[src/rtl/hwsync_barrier.sv]
module hwsync_barrier #(
  parameter int NPE        = 13,
  parameter int NBLADE     = 6,
  parameter int NWIN       = 4,
  parameter int PEW        = 4,
  parameter int CLUSTER_ID = 2
) (
  input  logic                clk,
  input  logic                rst_n,
  input  logic [NPE-1:0]      sync_we,
  input  logic [NPE*$clog2(NWIN)-1:0] sync_win,
  input  logic [NPE-1:0]      sync_priv,
  input  logic [NPE*$clog2(NWIN)-1:0] rd_win,
  input  logic [NPE-1:0]      rd_priv,
  output logic [NPE-1:0]      rd_busy,
  output logic [NPE-1:0]      err,
  input  logic                prv_we,
  input  logic [1:0]          prv_sel,
  input  logic [PEW-1:0]      prv_pe,
  input  logic [2:0]          prv_idx,
  input  logic [63:0]         prv_wdata,
  output logic [63:0]         prv_rdata
);
  localparam int WW  = $clog2(NWIN);
  localparam int BW  = $clog2(NBLADE);
  localparam int NB2 = 1 << BW;
  localparam logic [1:0] SEL_BLD = 2'd0, SEL_WIN = 2'd1, SEL_CTL = 2'd2, SEL_ID = 2'd3;

  logic [NBLADE-1:0][NPE-1:0] mask_q, arr_q, stat_q;
  logic                       wv_q [NPE][NWIN];
  logic [BW-1:0]              wb_q [NPE][NWIN];
  logic [NPE-1:0]             cp_q, cu_q, err_q;

  wire  [NBLADE-1:0][NPE-1:0] set_v;
  wire  [NBLADE-1:0]          cfg_hit, done;
  wire  [NPE-1:0][NB2-1:0]    scol;
  wire  [NPE-1:0][BW-1:0]     sblade;
  wire  [NPE-1:0]             s_ok, ctl_hit;

  assign err = err_q;

  for (genvar p = 0; p < NPE; p++) begin : g_pe
    logic [WW-1:0] sw, rw;
    assign sw = sync_win[p*WW +: WW];
    assign rw = rd_win[p*WW +: WW];
    assign sblade[p]  = wb_q[p][sw];
    assign s_ok[p]    = wv_q[p][sw] & (sync_priv[p] ? cp_q[p] : cu_q[p])
                        & ({1'b0, wb_q[p][sw]} < (BW+1)'(NBLADE));
    assign rd_busy[p] = wv_q[p][rw] & (rd_priv[p] ? cp_q[p] : cu_q[p]) & scol[p][wb_q[p][rw]];
    assign ctl_hit[p] = prv_we && (prv_sel == SEL_CTL) && (prv_pe == PEW'(p));

    for (genvar bb = 0; bb < NB2; bb++) begin : g_col
      if (bb < NBLADE) begin : g_real
        assign scol[p][bb]  = stat_q[bb][p];
        assign set_v[bb][p] = sync_we[p] & s_ok[p] & (sblade[p] == BW'(bb)) & mask_q[bb][p];
      end else begin : g_pad
        assign scol[p][bb] = 1'b0;
      end
    end

    a_r7_sticky: assert property (@(posedge clk) disable iff (!rst_n)
      err_q[p] && !ctl_hit[p] |=> err_q[p]);
    a_r7_deny: assert property (@(posedge clk) disable iff (!rst_n)
      sync_we[p] && !s_ok[p] |=> err_q[p]);
  end

  for (genvar bb = 0; bb < NBLADE; bb++) begin : g_bl
    assign cfg_hit[bb] = prv_we && (prv_sel == SEL_BLD) && (prv_idx == 3'(bb));
    assign done[bb]    = (|mask_q[bb]) && (((arr_q[bb] | set_v[bb]) & mask_q[bb]) == mask_q[bb]);

    a_r2_cfg_clears: assert property (@(posedge clk) disable iff (!rst_n)
      cfg_hit[bb] |=> (arr_q[bb] == '0) && (stat_q[bb] == '0));
    a_r13_in_mask: assert property (@(posedge clk) disable iff (!rst_n)
      (arr_q[bb] & ~mask_q[bb]) == '0);

    for (genvar p = 0; p < NPE; p++) begin : g_pp
      a_r4_rise_empty: assert property (@(posedge clk) disable iff (!rst_n)
        $rose(stat_q[bb][p]) |-> arr_q[bb] == '0);
      a_r5_hold: assert property (@(posedge clk) disable iff (!rst_n)
        stat_q[bb][p] && !set_v[bb][p] && !cfg_hit[bb] |=> stat_q[bb][p]);
    end
  end

  always_ff @(posedge clk) begin
    if (!rst_n) begin
      mask_q <= '0;
      arr_q  <= '0;
      stat_q <= '0;
      cp_q   <= '0;
      cu_q   <= '0;
      err_q  <= '0;
      for (int p = 0; p < NPE; p++)
        for (int w = 0; w < NWIN; w++) begin
          wv_q[p][w] <= 1'b0;
          wb_q[p][w] <= '0;
        end
    end else begin
      for (int bb = 0; bb < NBLADE; bb++) begin
        if (cfg_hit[bb]) begin
          mask_q[bb] <= prv_wdata[32 +: NPE];
          arr_q[bb]  <= '0;
          stat_q[bb] <= '0;
        end else if (done[bb]) begin
          arr_q[bb]  <= '0;
          stat_q[bb] <= mask_q[bb];
        end else begin
          arr_q[bb]  <= arr_q[bb] | set_v[bb];
          stat_q[bb] <= stat_q[bb] & ~set_v[bb];
        end
      end
      for (int p = 0; p < NPE; p++) begin
        for (int w = 0; w < NWIN; w++)
          if (prv_we && prv_sel == SEL_WIN && prv_pe == PEW'(p) && prv_idx == 3'(w)) begin
            wv_q[p][w] <= prv_wdata[63];
            wb_q[p][w] <= prv_wdata[BW-1:0];
          end
        if (ctl_hit[p]) begin
          cp_q[p] <= prv_wdata[63];
          cu_q[p] <= prv_wdata[62];
        end
        err_q[p] <= (err_q[p] & ~ctl_hit[p]) | (sync_we[p] & ~s_ok[p]);
      end
    end
  end

  always_comb begin
    prv_rdata = '0;
    case (prv_sel)
      SEL_BLD:
        for (int bb = 0; bb < NBLADE; bb++)
          if (prv_idx == 3'(bb)) begin
            prv_rdata[32 +: NPE] = mask_q[bb];
            prv_rdata[0 +: NPE]  = arr_q[bb];
          end
      SEL_WIN:
        for (int p = 0; p < NPE; p++)
          for (int w = 0; w < NWIN; w++)
            if (prv_pe == PEW'(p) && prv_idx == 3'(w)) begin
              prv_rdata[63]     = wv_q[p][w];
              prv_rdata[BW-1:0] = wb_q[p][w];
            end
      SEL_CTL:
        for (int p = 0; p < NPE; p++)
          if (prv_pe == PEW'(p)) begin
            prv_rdata[63] = cp_q[p];
            prv_rdata[62] = cu_q[p];
          end
      SEL_ID:
        if (prv_pe < PEW'(NPE)) begin
          prv_rdata[5:4] = 2'(CLUSTER_ID);
          prv_rdata[3:0] = 4'(prv_pe);
        end
      default: prv_rdata = '0;
    endcase
  end
endmodule

[config.mk]
export PLATFORM = sky130hd
export DESIGN_NAME = hwsync_barrier
export DESIGN_NICKNAME = d
export VERILOG_FILES = /design/src/rtl/hwsync_barrier.sv
export SDC_FILE = /design/constraint.sdc
export NUM_CORES = 1
export LEC_CHECK = 0
export BUFFER_PORTS_ARGS = -buffer_cell sky130_fd_sc_hd__buf_2
export CAP_MARGIN = 20
export CORE_UTILIZATION = 45
export CTS_BUF_LIST = sky130_fd_sc_hd__clkbuf_2 sky130_fd_sc_hd__clkbuf_4 sky130_fd_sc_hd__clkbuf_8
export CTS_CLUSTER_SIZE = 10
export DETAILED_ROUTE_END_ITERATION = 12
export GPL_TIMING_DRIVEN = 0
export PLACE_DENSITY = 0.63
export SKIP_CTS_REPAIR_TIMING = 1
export SYNTH_ARGS = -nofsm -noshare
export SYNTH_HDL_FRONTEND = slang
export SYNTH_SLANG_ARGS = --single-unit
[constraint.sdc]
create_clock -name clk -period 5.2 [get_ports clk]
set_clock_uncertainty 0.2 [all_clocks]
set_input_delay 0.52 -clock clk [delete_from_list [all_inputs] [get_ports clk]]
set_output_delay 0.52 -clock clk [all_outputs]
set_load 0.02 [all_outputs]
* After elaboration in Yosys (flattened, before gate mapping)
Memory sizes are Yosys's and may differ from the RTL's.
Index checks and enable logic that the tools add are counted.
W data, S select, Z words.
** Word-level totals
- Word-level logic and storage cells :: 1422
- Input bits :: 167
- Bits in registers :: 273
- Output and inout bits :: 90
- Memories :: 2
- Memory bits (writable) :: 208
** Memory list
- wb_q :: words 13, bits a word 12, read ports 13, clocked after memory_dff 0, write ports 13, RTL line 31 : logic [BW-1:0] wb_q [NPE][NWIN];
- wv_q :: words 13, bits a word 4, read ports 13, clocked after memory_dff 0, write ports 13, RTL line 30 : logic wv_q [NPE][NWIN];
** Cells by class
- Multiplexer cells :: 611
- Reductions and logical operators :: 179
- Bitwise operators :: 441
- $lt $le $gt $ge :: 53
- Equal/unequal tests :: 91
** Operator list (count)
- $mux W3 :: 156
- $mux W1 :: 353
- $and A1 B1 Y1 :: 247
- $mux W13 :: 19
- $and A13 B13 Y13 :: 12
- $bmux W3 S2 :: 26
- $logic_and A1 B1 Y1 :: 145
- $or A1 B1 Y1 :: 117
- $eq A3 B2 Y1 const B :: 28
- $eq A3 B3 Y1 const B :: 28
- $eq A13 B13 Y1 :: 6
- $ge A3 B3 Y1 const B :: 26
- $not A13 Y13 :: 6
- $not A2 Y3 :: 26
- $or A13 B13 Y13 :: 6
- $reduce_or A13 Y1 :: 6
- $bmux W1 S2 :: 26
- $lt A3 B4 Y1 const B :: 13
- $eq A3 B1 Y1 const B :: 14
- $logic_not A3 Y1 :: 14
- $bmux W1 S3 :: 13
- $lt A3 B3 Y1 const B :: 13
- $not A1 Y1 :: 27
- $mux W2 :: 13
- 16 further kinds :: 35

* Longest topological paths before layout
- Depth in word-level cells :: 55
- Mapped depth :: 11
- Gate-level depth less buffers :: 8

* Worst setup path after synthesis
OpenSTA, ideal clock, no wires.
- Path type :: in2out
- Start :: in prv_pe[1]
- End :: out prv_rdata[2]
- Stages on the path :: 9
- Arrival :: 2.817 ns
- Path slack :: 1.663 ns
- Buffers on the path :: 2
- Data required time :: 4.480 ns
- Path through :: clkbuf_1 -> clkbuf_1 -> nor4b_1 -> a31oi_1 -> o22ai_1 -> a211oi_1 -> o32ai_1 -> a311oi_1 -> o21ai_1
** On the way
- Cells in the longest elaborated chain, start to end :: 55
- Elaborated cells between the ends (all ways) :: 120
- Those cells by class :: 1 x order compare; 12 x eq/ne; 54 x mux; 53 x reduce/logical
** Ends and longest elaborated chain
- from (decl) :: RTL line 19 : input logic [PEW-1:0] prv_pe,
- $logic_not A4 Y1 :: RTL line 138 : if (prv_pe == PEW'(p) && prv_idx == 3'(w)) begin
- $logic_and A1 B1 Y1 :: RTL line 138
- $mux W3 (52 in a row) :: RTL line 138
- $pmux W3 S3 * :: RTL line 128 : case (prv_sel)
- to (decl) :: RTL line 22 : output logic [63:0] prv_rdata
Mark *: on every way between the ends. The rest lies on a longest branch, timed or not.

* Final worst setup path
- Start :: in prv_idx[0]
- End :: out prv_rdata[0]
** On the way
- Cells in the longest elaborated chain, start to end :: 55
- Elaborated cells between the ends (all ways) :: 117
- Those cells by class :: 5 x eq/ne; 59 x mux; 53 x reduce/logical
** Ends and longest elaborated chain
- from (decl) :: RTL line 20 : input logic [2:0] prv_idx,
- $logic_not A3 Y1 :: RTL line 131, 138
- $logic_and A1 B1 Y1 :: RTL line 138
- $mux W3 (52 in a row) :: RTL line 138
- $pmux W3 S3 * :: RTL line 128
Marked as above.

==> metrics <==
result of the run finished, violations left; violated checks hold timing, setup timing; number of global-route vias before repair 24225; power consumption 9.32 mW; final antenna-violating net count 0; Layout Utilization 0.528; worst skew pair latency 0.73 ns; critical path's most frequent cell buf_2; post-layout worst setup margin -0.0330 ns; Max stage delay cell, worst path clkdlybuf4s15_1; Routability Congestion 1.09; Total Wirelength 136000 um; reg-to-reg critical path startpoint wb_q[1][1]; I/O Buffers 172; floorplan core area 58900 um^2; Buf+Inv Stages, Crit Path 7; Hold Startpoint sync_we[9]; reported leakage power 11.4 nW; number of top-level design ports 257; vias 25965; Wirelength per Cell 35.1 um; share of synthesized registers carrying an async set or reset 0; placed wire-length estimate after detailed placement 107000 um; Clock Tree Root clkbuf_8; setup slack on the worst flop-to-flop path 1.03 ns; post-place setup slack -0.282 ns; minimum period implied by the final worst setup slack 5.23 ns; RSZ-0062 raised after global routing no; critical path fanouts, max 10; commonest non-fill, non-tap cell in the layout nand2_1; end of the worst hold path err[9]; detailed-router iteration count before antenna repair 8; maximum buffer depth of the clock tree 3; Die ar. 60600 um^2; Netlist Area Pre-Place 26800 um^2; critical path arrival 4.51 ns; max-cap violation count 0; Tot GR Track Use 0.442; Detailed Route Iter0 Violations 3775; cells along the critical path buf_2 > buf_2 > and3b_1 > clkbuf_1 > clkdlybuf4s15_1 > clkbuf_1 > buf_8 > nand3_1 > o2111ai_1 > a21boi_1 > o22ai_1 > buf_2; Area growth syn-to-layout 16.0%; average footprint of a synthesized cell 9.97 um^2; count of state elements after synthesis 481; Crit path depth 12; max-slew headroom at the worst pin 0.232; Layout Nets 3194; Tightest Pin Transition 1.15 ns; yosys warns 0; sequential fraction of the synthesis area 0.437; H-tree levels 3; count of different cell masters after synthesis 92; depth of the worst register-to-register path 8; Hold Path Class input port to register; Post-route DRC 0; number of CTS-inserted buffers 86; commonest non-fill, non-tap cells in the layout 391 x nand2_1, 273 x dfxtp_1, 231 x nor2_1, 208 x edfxtp_1, 188 x buf_2; maximum vdd drop 0.229 mV; Pwr Density 299 nW/um^2; drt via density 6.71; aggregate negative setup slack -0.0412 ns; post-route clock period utilization 1.01; endpoints failing setup 2; die extent in y 246 um; share of post-route cells with drive strength above 1 0.187; TritonCTS clock tree done; starting utilization of the core area 0.455; number of cells on the worst hold path 3; Hold WS -0.0729 ns; Syn Inst Count 2691; Max Fclk 191 MHz; required time of the critical path 4.48 ns; initial antenna violation count 4; first-pass GRT wire length 184000 um; standard-cell row count 89; family of cells with the greatest summed delay on the critical path buffers and inverters; classification of the worst setup path input port to primary output; Reg2Reg Capture Point scol[68]; CP startpoint kind input port; Clk pin slew, worst setup/hold paths 0.06 ns; hold violation total from the final report 2; number of synthesized flops with an enable pin 208; max-slew violations 0; DIE WIDTH 246 um; crit-path max cell delay 0.98 ns; crit path capture type primary output; global route overflow 0; pin count of the biggest net entering global routing 33; total number of clock tree sinks 481; flip-flop cell with the highest count after synthesis dfxtp_1
==> kinds of logic after synthesis <==
logic type      Yosys count  share of synthesized area
compound gates          552                      0.143
buf+inv                 264                     0.0439
fa+ha+maj                 4                    0.00187
other cells               1                   0.000140
flops                   481                      0.437
simple gates           1085                      0.200
mux                     304                      0.174
==> registers in the layout, indices dropped and copies added, names as in the netlist <==
| register | count |
|---|---|
| scol | 78 |
| cp_q | 13 |
| wb_q | 156 |
| cu_q | 13 |
| mask_q | 78 |
| arr_q | 78 |
| err | 13 |
| wv_q | 52 |
==> worst max path at each step <==
stage	start	to	slack [ns]
after floorplan	prv_pe[1]	prv_rdata[2]	1.66
after global placement	prv_idx[0]	prv_rdata[2]	-0.85
after detailed placement	prv_idx[1]	prv_rdata[1]	-0.28
after CTS	prv_idx[1]	prv_rdata[12]	-0.30
after global routing	prv_idx[0]	prv_rdata[0]	0.01
final	prv_idx[0]	prv_rdata[0]	-0.03
==> cells in the mapped netlist, types with 8 or more instances <==
cell type | number | area share
nand2_1 | 391 | 0.055
a22oi_1 | 48 | 0.013
clkbuf_1 | 115 | 0.016
mux2i_1 | 153 | 0.057
nor2b_1 | 41 | 0.0096
nand2b_1 | 38 | 0.0089
nor3b_1 | 13 | 0.0036
nor4_1 | 16 | 0.0037
a221oi_1 | 32 | 0.010
nand4_1 | 12 | 0.0028
a211oi_1 | 16 | 0.0045
o22ai_1 | 18 | 0.0042
nand3b_1 | 56 | 0.016
inv_1 | 75 | 0.010
a21oi_1 | 62 | 0.012
o21ai_0 | 140 | 0.026
o21a_1 | 19 | 0.0053
nor3_1 | 51 | 0.0095
mux2_2 | 24 | 0.010
buf_2 | 15 | 0.0028
o32ai_1 | 8 | 0.0026
o211a_1 | 13 | 0.0049
and2_1 | 50 | 0.012
a21boi_0 | 41 | 0.011
nand3_1 | 112 | 0.021
edfxtp_1 | 208 | 0.23
a31oi_1 | 8 | 0.0019
o2bb2ai_1 | 10 | 0.0033
o2111ai_1 | 17 | 0.0056
and3_1 | 12 | 0.0028
o211ai_1 | 40 | 0.011
nor2_1 | 232 | 0.032
buf_1 | 17 | 0.0024
dfxtp_1 | 273 | 0.20
mux4_2 | 127 | 0.11
buf_4 | 38 | 0.011
==> final cells by class <==
class                   count  area [um^2]
well taps                 773          967
clock buffers             120         1510
plain buffers             188          907
diodes                      5         12.5
repair buffers            209         1290
flip-flops and latches    481        11700
clock inverters            36          317
inverters                  76          285
fillers                  5436        27800
multi-input cells        1981        14100
==> stage by stage <==
step	instance area, um^2	instances
final	31100	3869
after global placement	28800	3671
after detailed placement	29000	3687
after global routing	31100	3865
after floorplan	27000	2726
after CTS	30900	3843
==> worst register-to-register path: cells and delay by family (launching register included) <==
kind	cells	cell delay, ns
and+or+nand+nor	3	1.10
AOI/OAI and AO/OA	2	1.19
DFF	1	0.47
buffers and inverters	1	0.33
muxes	2	0.74
==> power by group <==
group	switching [mW]	internal, mW
Combinational	0.852	0.411
Clock	1.75	2.14
Sequential	0.125	4.04
==> layer usage <==
metal | vias to the layer above | GRT usage | part of all wire
met5 | - | 0 | 0
met4 | 0 | 0.262 | 0.067
met3 | 442 | 0.100 | 0.11
met2 | 2025 | 0.680 | 0.44
met1 | 12764 | 0.567 | 0.38
li1 | 10734 | - | -
Power figures use the tool's default switching activity.
